[config.mk]
export PLATFORM = sky130hd
export DESIGN_NAME = mc_datapath
export DESIGN_NICKNAME = d
export VERILOG_FILES = /design/src/rtl/mc_datapath_pkg.sv /design/src/rtl/mc_alu_ctrl.sv /design/src/rtl/mc_alu.sv /design/src/rtl/mc_regfile.sv /design/src/rtl/mc_datapath.sv
export SDC_FILE = /design/constraint.sdc
export NUM_CORES = 2
export LEC_CHECK = 0
export BUFFER_PORTS_ARGS = -buffer_cell sky130_fd_sc_hd__buf_2
export CORE_ASPECT_RATIO = 1.75
export CORE_MARGIN = 2
export CORE_UTILIZATION = 53
export CTS_BUF_LIST = sky130_fd_sc_hd__clkbuf_2
export DETAILED_ROUTE_END_ITERATION = 12
export GPL_TIMING_DRIVEN = 0
export PLACE_DENSITY = 0.69
export SYNTH_ARGS = -nofsm -noshare
export SYNTH_HDL_FRONTEND = slang
export SYNTH_HIERARCHICAL = 1
export SYNTH_SLANG_ARGS = --single-unit
[constraint.sdc]
create_clock -name clk -period 7.86 [get_ports clk]
set_input_delay 1.572 -clock clk [delete_from_list [all_inputs] [get_ports clk]]
set_output_delay 1.572 -clock clk [all_outputs]
set_load 0.05 [all_outputs]
[src/rtl/mc_datapath_pkg.sv]
package mc_datapath_pkg;
  typedef enum logic [2:0] {
    ALU_ADD,
    ALU_SUB,
    ALU_AND,
    ALU_OR,
    ALU_SLT
  } alu_op_e;

  localparam logic [1:0] MODE_ADD   = 2'd0;
  localparam logic [1:0] MODE_SUB   = 2'd1;
  localparam logic [1:0] MODE_FUNCT = 2'd2;

  localparam logic [5:0] FN_ADD = 6'h20;
  localparam logic [5:0] FN_SUB = 6'h22;
  localparam logic [5:0] FN_AND = 6'h24;
  localparam logic [5:0] FN_OR  = 6'h25;
  localparam logic [5:0] FN_SLT = 6'h2A;

  localparam logic [1:0] OPB_REG   = 2'd0;
  localparam logic [1:0] OPB_FOUR  = 2'd1;
  localparam logic [1:0] OPB_IMM   = 2'd2;
  localparam logic [1:0] OPB_IMMSH = 2'd3;

  localparam logic [1:0] PCS_ALU   = 2'd0;
  localparam logic [1:0] PCS_LATCH = 2'd1;
  localparam logic [1:0] PCS_JUMP  = 2'd2;
endpackage

[src/rtl/mc_alu_ctrl.sv]
module mc_alu_ctrl
  import mc_datapath_pkg::*;
(
  input  logic [1:0] mode,
  input  logic [5:0] fn,
  output alu_op_e    op
);
  always_comb begin
    op = ALU_ADD;
    case (mode)
      MODE_SUB: op = ALU_SUB;
      MODE_FUNCT: begin
        case (fn)
          FN_SUB:  op = ALU_SUB;
          FN_AND:  op = ALU_AND;
          FN_OR:   op = ALU_OR;
          FN_SLT:  op = ALU_SLT;
          default: op = ALU_ADD;
        endcase
      end
      default: op = ALU_ADD;
    endcase
  end
endmodule

[src/rtl/mc_alu.sv]
module mc_alu
  import mc_datapath_pkg::*;
#(
  parameter int W = 32
) (
  input  logic [W-1:0] x,
  input  logic [W-1:0] y,
  input  alu_op_e      op,
  output logic [W-1:0] res,
  output logic         zero
);
  always_comb begin
    case (op)
      ALU_SUB: res = x - y;
      ALU_AND: res = x & y;
      ALU_OR:  res = x | y;
      ALU_SLT: res = {{(W-1){1'b0}}, ($signed(x) < $signed(y))};
      default: res = x + y;
    endcase
  end

  assign zero = (res == '0);

  // the compare result must be a single-bit boolean
  always_comb begin
    if (op == ALU_SLT) assert_slt_boolean_R6 : assert (res[W-1:1] == '0);
  end
endmodule

[src/rtl/mc_regfile.sv]
module mc_regfile #(
  parameter int W  = 32,
  parameter int AW = 5
) (
  input  logic          clk,
  input  logic          rst_n,
  input  logic [AW-1:0] ra_a,
  input  logic [AW-1:0] ra_b,
  output logic [W-1:0]  rd_a,
  output logic [W-1:0]  rd_b,
  input  logic          we,
  input  logic [AW-1:0] wa,
  input  logic [W-1:0]  wd
);
  localparam int N = 1 << AW;

  logic [W-1:0] cells [N];

  always_ff @(posedge clk or negedge rst_n) begin
    if (!rst_n) begin
      for (int i = 0; i < N; i++) cells[i] <= '0;
    end else if (we && wa != '0) begin
      cells[wa] <= wd;
    end
  end

  assign rd_a = (ra_a == '0) ? '0 : cells[ra_a];
  assign rd_b = (ra_b == '0) ? '0 : cells[ra_b];

  // a write to a nonzero register is visible on the next read of that address
  assert_write_visible_R9 : assert property (@(posedge clk) disable iff (!rst_n)
    (we && wa != '0) |=> (ra_a != $past(wa)) || (rd_a == $past(wd)));
endmodule

[src/rtl/mc_datapath.sv]
module mc_datapath
  import mc_datapath_pkg::*;
#(
  parameter int XLEN   = 32,
  parameter int REG_AW = 5
) (
  input  logic            clk,
  input  logic            rst_n,
  input  logic            pc_we,
  input  logic            pc_we_cond,
  input  logic [1:0]      pc_src,
  input  logic            addr_sel,
  input  logic            ir_we,
  input  logic            rf_we,
  input  logic            wb_dst_sel,
  input  logic            wb_src_sel,
  input  logic            opa_sel,
  input  logic [1:0]      opb_sel,
  input  logic [1:0]      alu_mode,
  input  logic [XLEN-1:0] mem_rdata,
  output logic [XLEN-1:0] mem_addr,
  output logic [XLEN-1:0] mem_wdata,
  output logic [5:0]      opcode,
  output logic [5:0]      funct,
  output logic            alu_zero
);
  localparam int IMM_W = 16;
  localparam int TGT_W = 26;

  logic [XLEN-1:0] pc_q, ir_q, mdr_q, a_q, b_q, alo_q;
  logic [XLEN-1:0] rf_a, rf_b, opa, opb, alu_y, pc_nxt, wb_data;
  logic [XLEN-1:0] imm_ext, imm_sh, jmp_tgt;
  logic [REG_AW-1:0] rs_f, rt_f, rd_f, wb_addr;
  logic pc_load;
  alu_op_e op;

  assign rs_f = ir_q[25:21];
  assign rt_f = ir_q[20:16];
  assign rd_f = ir_q[15:11];

  assign imm_ext = {{(XLEN-IMM_W){ir_q[IMM_W-1]}}, ir_q[IMM_W-1:0]};
  assign imm_sh  = {imm_ext[XLEN-3:0], 2'b00};
  assign jmp_tgt = {pc_q[XLEN-1:TGT_W+2], ir_q[TGT_W-1:0], 2'b00};

  assign opa = opa_sel ? a_q : pc_q;

  always_comb begin
    case (opb_sel)
      OPB_REG:   opb = b_q;
      OPB_FOUR:  opb = XLEN'(4);
      OPB_IMM:   opb = imm_ext;
      default:   opb = imm_sh;
    endcase
  end

  mc_alu_ctrl u_ctrl (
    .mode (alu_mode),
    .fn   (ir_q[5:0]),
    .op   (op)
  );

  mc_alu #(.W(XLEN)) u_alu (
    .x    (opa),
    .y    (opb),
    .op   (op),
    .res  (alu_y),
    .zero (alu_zero)
  );

  always_comb begin
    case (pc_src)
      PCS_LATCH: pc_nxt = alo_q;
      PCS_JUMP:  pc_nxt = jmp_tgt;
      default:   pc_nxt = alu_y;
    endcase
  end

  assign pc_load = pc_we | (pc_we_cond & alu_zero);
  assign wb_addr = wb_dst_sel ? rd_f : rt_f;
  assign wb_data = wb_src_sel ? mdr_q : alo_q;

  mc_regfile #(.W(XLEN), .AW(REG_AW)) u_rf (
    .clk   (clk),
    .rst_n (rst_n),
    .ra_a  (rs_f),
    .ra_b  (rt_f),
    .rd_a  (rf_a),
    .rd_b  (rf_b),
    .we    (rf_we),
    .wa    (wb_addr),
    .wd    (wb_data)
  );

  always_ff @(posedge clk or negedge rst_n) begin
    if (!rst_n) begin
      pc_q  <= '0;
      ir_q  <= '0;
      mdr_q <= '0;
      a_q   <= '0;
      b_q   <= '0;
      alo_q <= '0;
    end else begin
      if (pc_load) pc_q <= pc_nxt;
      if (ir_we)   ir_q <= mem_rdata;
      mdr_q <= mem_rdata;
      a_q   <= rf_a;
      b_q   <= rf_b;
      alo_q <= alu_y;
    end
  end

  assign mem_addr  = addr_sel ? alo_q : pc_q;
  assign mem_wdata = b_q;
  assign opcode    = ir_q[31:26];
  assign funct     = ir_q[5:0];

  // PC holds when no write condition is met
  assert_pc_hold_R7 : assert property (@(posedge clk) disable iff (!rst_n)
    (!pc_we && !(pc_we_cond && alu_zero)) |=> $stable(pc_q));

  // jump keeps the top PC bits and word alignment
  assert_pc_jump_R8 : assert property (@(posedge clk) disable iff (!rst_n)
    (pc_we && pc_src == PCS_JUMP) |=>
      (pc_q[1:0] == 2'b00) && (pc_q[XLEN-1:TGT_W+2] == $past(pc_q[XLEN-1:TGT_W+2])));

  // instruction register holds without its enable
  assert_ir_hold_R3 : assert property (@(posedge clk) disable iff (!rst_n)
    !ir_we |=> $stable(ir_q));

  // reading register zero into latch A always gives zero
  assert_r0_zero_R10 : assert property (@(posedge clk) disable iff (!rst_n)
    (rs_f == '0) |=> (a_q == '0));

  // result latch captures the live ALU result each cycle
  assert_alo_capture_R11 : assert property (@(posedge clk) disable iff (!rst_n)
    1'b1 |=> (alo_q == $past(alu_y)));
endmodule

==> flow_summary.html <==
<table>
<tr><th>Metric</th><th>Value</th></tr>
<tr><th colspan="2">Final layout</th></tr>
<tr><td>Final non-filler cell area</td><td>75010 sq um</td></tr>
<tr><td>Synth-to-Final Area Change</td><td>10.20%</td></tr>
<tr><td>Layout cell share with drive strength beyond 1</td><td>0.4697</td></tr>
<tr><td>Fin nets</td><td>5718</td></tr>
<tr><th colspan="2">STA</th></tr>
<tr><td>Count of final setup violators</td><td>1</td></tr>
<tr><td>Post-layout worst setup margin</td><td>-361.1 ps</td></tr>
<tr><td>Number of slew-limit violations in the final report</td><td>between 50 and 60</td></tr>
<tr><td>Highest attainable clock frequency</td><td>121.6 MHz</td></tr>
<tr><td>Worst hold margin</td><td>between 100 and 150 ps</td></tr>
<tr><td>Worst clock skew</td><td>141.7 ps</td></tr>
<tr><td>Slew at the pin with the worst max-slew slack</td><td>1598 ps</td></tr>
<tr><td>Crit path time final</td><td>a little over 8000 ps</td></tr>
<tr><td>Total Negative Setup Slacks</td><td>-361.1 ps</td></tr>
<tr><td>Final Hold Viols</td><td>0</td></tr>
<tr><td>Setup repair after global routing missed its margin</td><td>yes</td></tr>
<tr><td>Worst max-slew margin expressed relative to the limit</td><td>-0.06536</td></tr>
<tr><td>Period Utilization, post-route</td><td>1.046</td></tr>
<tr><th colspan="2">Synth</th></tr>
<tr><td>Unique cell type count in the Yosys netlist</td><td>92</td></tr>
<tr><td>Total number of yosys warnings</td><td>6</td></tr>
<tr><td>Post-synthesis register bit count</td><td>1216</td></tr>
<tr><td>Most instantiated cells after synthesis</td><td>dfrtp_1 (1216), mux2_2 (1181), mux4_2 (448)</td></tr>
<tr><td>Seq/Total Area, Yosys</td><td>0.4470</td></tr>
<tr><td>Cell taking the most area after synthesis</td><td>dfrtp_1</td></tr>
<tr><td>Number of enable flip-flop cells after synthesis</td><td>0</td></tr>
<tr><td>Fraction of registers with async set/reset</td><td>1.000</td></tr>
<tr><td>Most numerous cell in the Yosys netlist</td><td>dfrtp_1</td></tr>
<tr><td>Syn_nets</td><td>5206</td></tr>
<tr><td>Leading register cell type out of synthesis</td><td>dfrtp_1</td></tr>
<tr><td>Synthesized cell area</td><td>about 68000 sq um</td></tr>
<tr><td>Cell types occupying the most area after synthesis</td><td>dfrtp_1 (45%), mux2_2 (20%), mux4_2 (15%), mux2i_1 (2.1%), ha_1 (1.8%)</td></tr>
<tr><td>Synthesized instance count</td><td>5056</td></tr>
<tr><td>Post-synth top area share</td><td>0.4470</td></tr>
<tr><td>Syn Area/Cell</td><td>13.46 sq um</td></tr>
<tr><th colspan="2">Drt</th></tr>
<tr><td>Total vias in the final route</td><td>52230</td></tr>
<tr><td>1st-pass router iterations</td><td>7</td></tr>
<tr><td>Top Layer Used</td><td>met5</td></tr>
<tr><td>Average detailed-routed wire length per instance</td><td>37.98 um</td></tr>
<tr><td>Vias per Instance</td><td>7.032</td></tr>
<tr><td>Met3 layer wire length in the routed design</td><td>28300 um</td></tr>
<tr><td>Antenna violation net count after detailed routing</td><td>1</td></tr>
<tr><td>Routed length on met1</td><td>88250 um</td></tr>
<tr><td>Post-Route WL</td><td>282100 um</td></tr>
<tr><td>DRC violation total after the first TritonRoute iteration</td><td>about 5700</td></tr>
<tr><td>Routed wl met2</td><td>132400 um</td></tr>
<tr><td>Drc violations</td><td>0</td></tr>
<tr><th colspan="2">Critical path</th></tr>
<tr><td>Worst Path Max Fanout</td><td>9</td></tr>
<tr><td>Data arrival time of the critical path</td><td>between 6000 and 7000 ps</td></tr>
<tr><td>Worst stage delay on the critical path</td><td>650 ps</td></tr>
<tr><td>Crit end category</td><td>primary output</td></tr>
<tr><td>Worst EP required</td><td>6290 ps</td></tr>
<tr><td>Crit path max-delay cell type</td><td>or4b_4</td></tr>
<tr><td>Setup Crit Path Kind</td><td>register to primary output</td></tr>
<tr><td>Critical path, cell by cell</td><td>mux2_2, a22o_1, inv_1, ha_2, inv_1, a21oi_1, nand2_1, nor3_1, mux2i_1, nand3_1, or4b_4, or4_4, nor4_4, nand4b_1, nor4_4, buf_4, buf_8</td></tr>
<tr><td>Critical Path Start Type</td><td>register</td></tr>
<tr><th colspan="2">Pwr</th></tr>
<tr><td>Post-layout total power</td><td>0.02675 W</td></tr>
<tr><td>Switching Fraction</td><td>0.4098</td></tr>
<tr><td>Clk network pwr share</td><td>0.150</td></tr>
<tr><td>Combinational cell fraction of total power</td><td>0.438</td></tr>
<tr><td>Worst VDD drop</td><td>207.7 uV</td></tr>
<tr><td>P per Cell Area</td><td>356.6 nW/um^2</td></tr>
<tr><td>Internal power contribution</td><td>0.01579 W</td></tr>
<tr><td>Net Switching</td><td>0.01096 W</td></tr>
<tr><td>Sequential fraction of design power</td><td>0.412</td></tr>
<tr><td>Lkg Pwr</td><td>between 30 and 40 nW</td></tr>
<tr><th colspan="2">Floorplanning</th></tr>
<tr><td>Total die area</td><td>131400 sq um</td></tr>
<tr><td>Standard-cell row count</td><td>174</td></tr>
<tr><td>DIE HEIGHT</td><td>478.1 um</td></tr>
<tr><td>Core region area</td><td>128000 sq um</td></tr>
<tr><td>Initial core utilization</td><td>0.5317</td></tr>
<tr><td>DIE WIDTH</td><td>274.9 um</td></tr>
<tr><td>Boundary pin count</td><td>between 100 and 150</td></tr>
<tr><th colspan="2">Status</th></tr>
<tr><td>Status</td><td>finished with violations</td></tr>
<tr><td>Failing checks</td><td>antenna rules, capacitance limit, slew limit, setup timing</td></tr>
<tr><th colspan="2">CTS</th></tr>
<tr><td>Clock latency on the worst-skew pair</td><td>~1700 ps</td></tr>
<tr><td>Total clock buffers created by CTS</td><td>295</td></tr>
<tr><td>H-tree depth</td><td>5</td></tr>
<tr><td>CTS tree</td><td>done</td></tr>
<tr><td>Buffer cell driving the clock tree root</td><td>clkbuf_2</td></tr>
<tr><td>Clock slew seen by the registers of the worst setup and hold paths</td><td>120 ps</td></tr>
<tr><td>Deepest clock path buffer count</td><td>4</td></tr>
<tr><td>Clk sink count</td><td>1216</td></tr>
<tr><th colspan="2">Global route</th></tr>
<tr><td>Global-route wire length before repair</td><td>393400 um</td></tr>
<tr><td>Maximum number of pins on one net before global-route repair</td><td>171</td></tr>
<tr><td>Number of antenna violations at the first check in global routing</td><td>17</td></tr>
<tr><td>GRT overflow</td><td>0</td></tr>
<tr><td>Via count of the first global-routing pass</td><td>54090</td></tr>
<tr><td>Total routing usage reported by global routing</td><td>0.4329</td></tr>
<tr><th colspan="2">Min path</th></tr>
<tr><td>Worst min path class</td><td>input pin to register</td></tr>
<tr><th colspan="2">Place</th></tr>
<tr><td>Final HPWL from detailed placement</td><td>about 200000 um</td></tr>
<tr><td>Port bufs</td><td>119</td></tr>
<tr><td>Weighted congestion reported at the end of routability-driven placement</td><td>1.003</td></tr>
<tr><td>Area post-placement</td><td>between 70000 and 80000 sq um</td></tr>
<tr><th colspan="2">Run</th></tr>
<tr><td>Number of violations of the max-capacitance limit</td><td>6</td></tr>
</table>
repair_timing:
action / 4_1_cts / 5_1_grt
resized for setup: 189 / 19
endpoints found under the setup margin: 1 / 1
pin swaps: 39 / 19
hold buffers: 30 / 0
hold endpoints to repair: 141 / 0
buffers inserted: 57 / 2
worst max-delay path, delay by kind of cell (launching register included):
| family | cells | cell delay (ps) |
|---|---|---|
| muxes | 2 | 550 |
| adders and majority gates | 1 | 310 |
| buffers and inverters | 4 | 610 |
| AOI/OAI and AO/OA | 2 | 500 |
| and+or+nand+nor | 8 | 2540 |
| DFF | 1 | 430 |
per-stage QoR:
| stage | std cells | utilization | setup slack (ps) |
|---|---|---|---|
| 3_3_place_gp | 6847 | 0.5527 | -21120 |
| 5_1_grt | 7411 | 0.5856 | -486.2 |
| 2_1_floorplan | 5056 | - | 64.91 |
| 4_1_cts | 7402 | 0.5847 | -354.3 |
| 3_5_place_dp | 6859 | 0.5552 | -1922 |
| 6_report | 7428 | 0.5860 | -361.1 |
sequential cells by signal, indices dropped and copies added, names as in the netlist:
| name | cells |
|---|---|
| u_rf/cells | 1024 |
| a_q | 32 |
| alo_q | 32 |
| ir_q | 32 |
| mdr_q | 32 |
| mem_wdata | 32 |
| pc_q | 32 |
layer usage:
metal	up-vias	global-route usage
met1	26810	0.4508
li1	20410	-
met4	6	0.4064
met2	3601	0.6837
met5	-	0.005639
met3	1409	0.1406
power groups by stage:
stage	clock, W	combinational, W	sequential [W]
2_1_floorplan	0	0.00759	0.0105
3_3_place_gp	0	0.0107	0.0108
3_5_place_dp	0	0.0109	0.0110
4_1_cts	0.00407	0.0114	0.0109
5_1_grt	0.00437	0.0122	0.0113
6_report	0.00402	0.0117	0.0110
worst paths after layout:
path                                       from              end  slack (ps)  cells past startpoint
worst max-delay path                    ir_q[7]         alu_zero        -360                     17
worst min-delay path               mem_rdata[9]         mdr_q[9]         150                      1
worst max register to register         ir_q[12]         pc_q[26]        1850                     23
worst min register to register  u_rf/cells[995]  u_rf/cells[995]         490                      1
max in group asynchronous                 rst_n  u_rf/cells[828]        4520                      5
min in group asynchronous                 rst_n          ir_q[4]         420                      2
layout by cell type (no fill, tap or decap), drive strengths merged, types with 36 or more instances in the layout:
cell type and n:
a211oi 74, a21oi 95, a221oi 79, a22oi 76
a311oi 68, buf 460, clkbuf 669, clkinv 46
dfrtp 1216, ha 100, inv 112, mux2 1202
mux2i 144, mux4 448, nand2 151, nor2 103
nor2b 109, nor3 36, o21ai 178
cells by family (layout without fill, tap and decap cells):
group           count (synthesis)  in the layout  share of synthesized area
simple gates                  517            517                    0.03875
xor+xnor                        7              7                  0.0009007
flops                        1216           1216                     0.4470
buf+inv                       641           1319                    0.04336
fa+ha+maj                     102            102                    0.01897
mux                          1794           1794                     0.3683
other cells                     0             22                          0
compound gates                779            779                    0.08272
cell type report:
type / count / area [sq um]
Clock buffer: 409 / 2047
Inverter: 105 / 394.1
Tap cell: 1672 / 2092
Sequential cell: 1216 / 30440
Fill cell: 10430 / 53000
Timing Repair Buffer: 222 / 1672
Antenna cell: 22 / 55.05
Buffer: 529 / 2695
Multi-Input combinational cell: 3199 / 35380
Clock inverter: 54 / 237.7
Power figures use the tool's default switching activity.
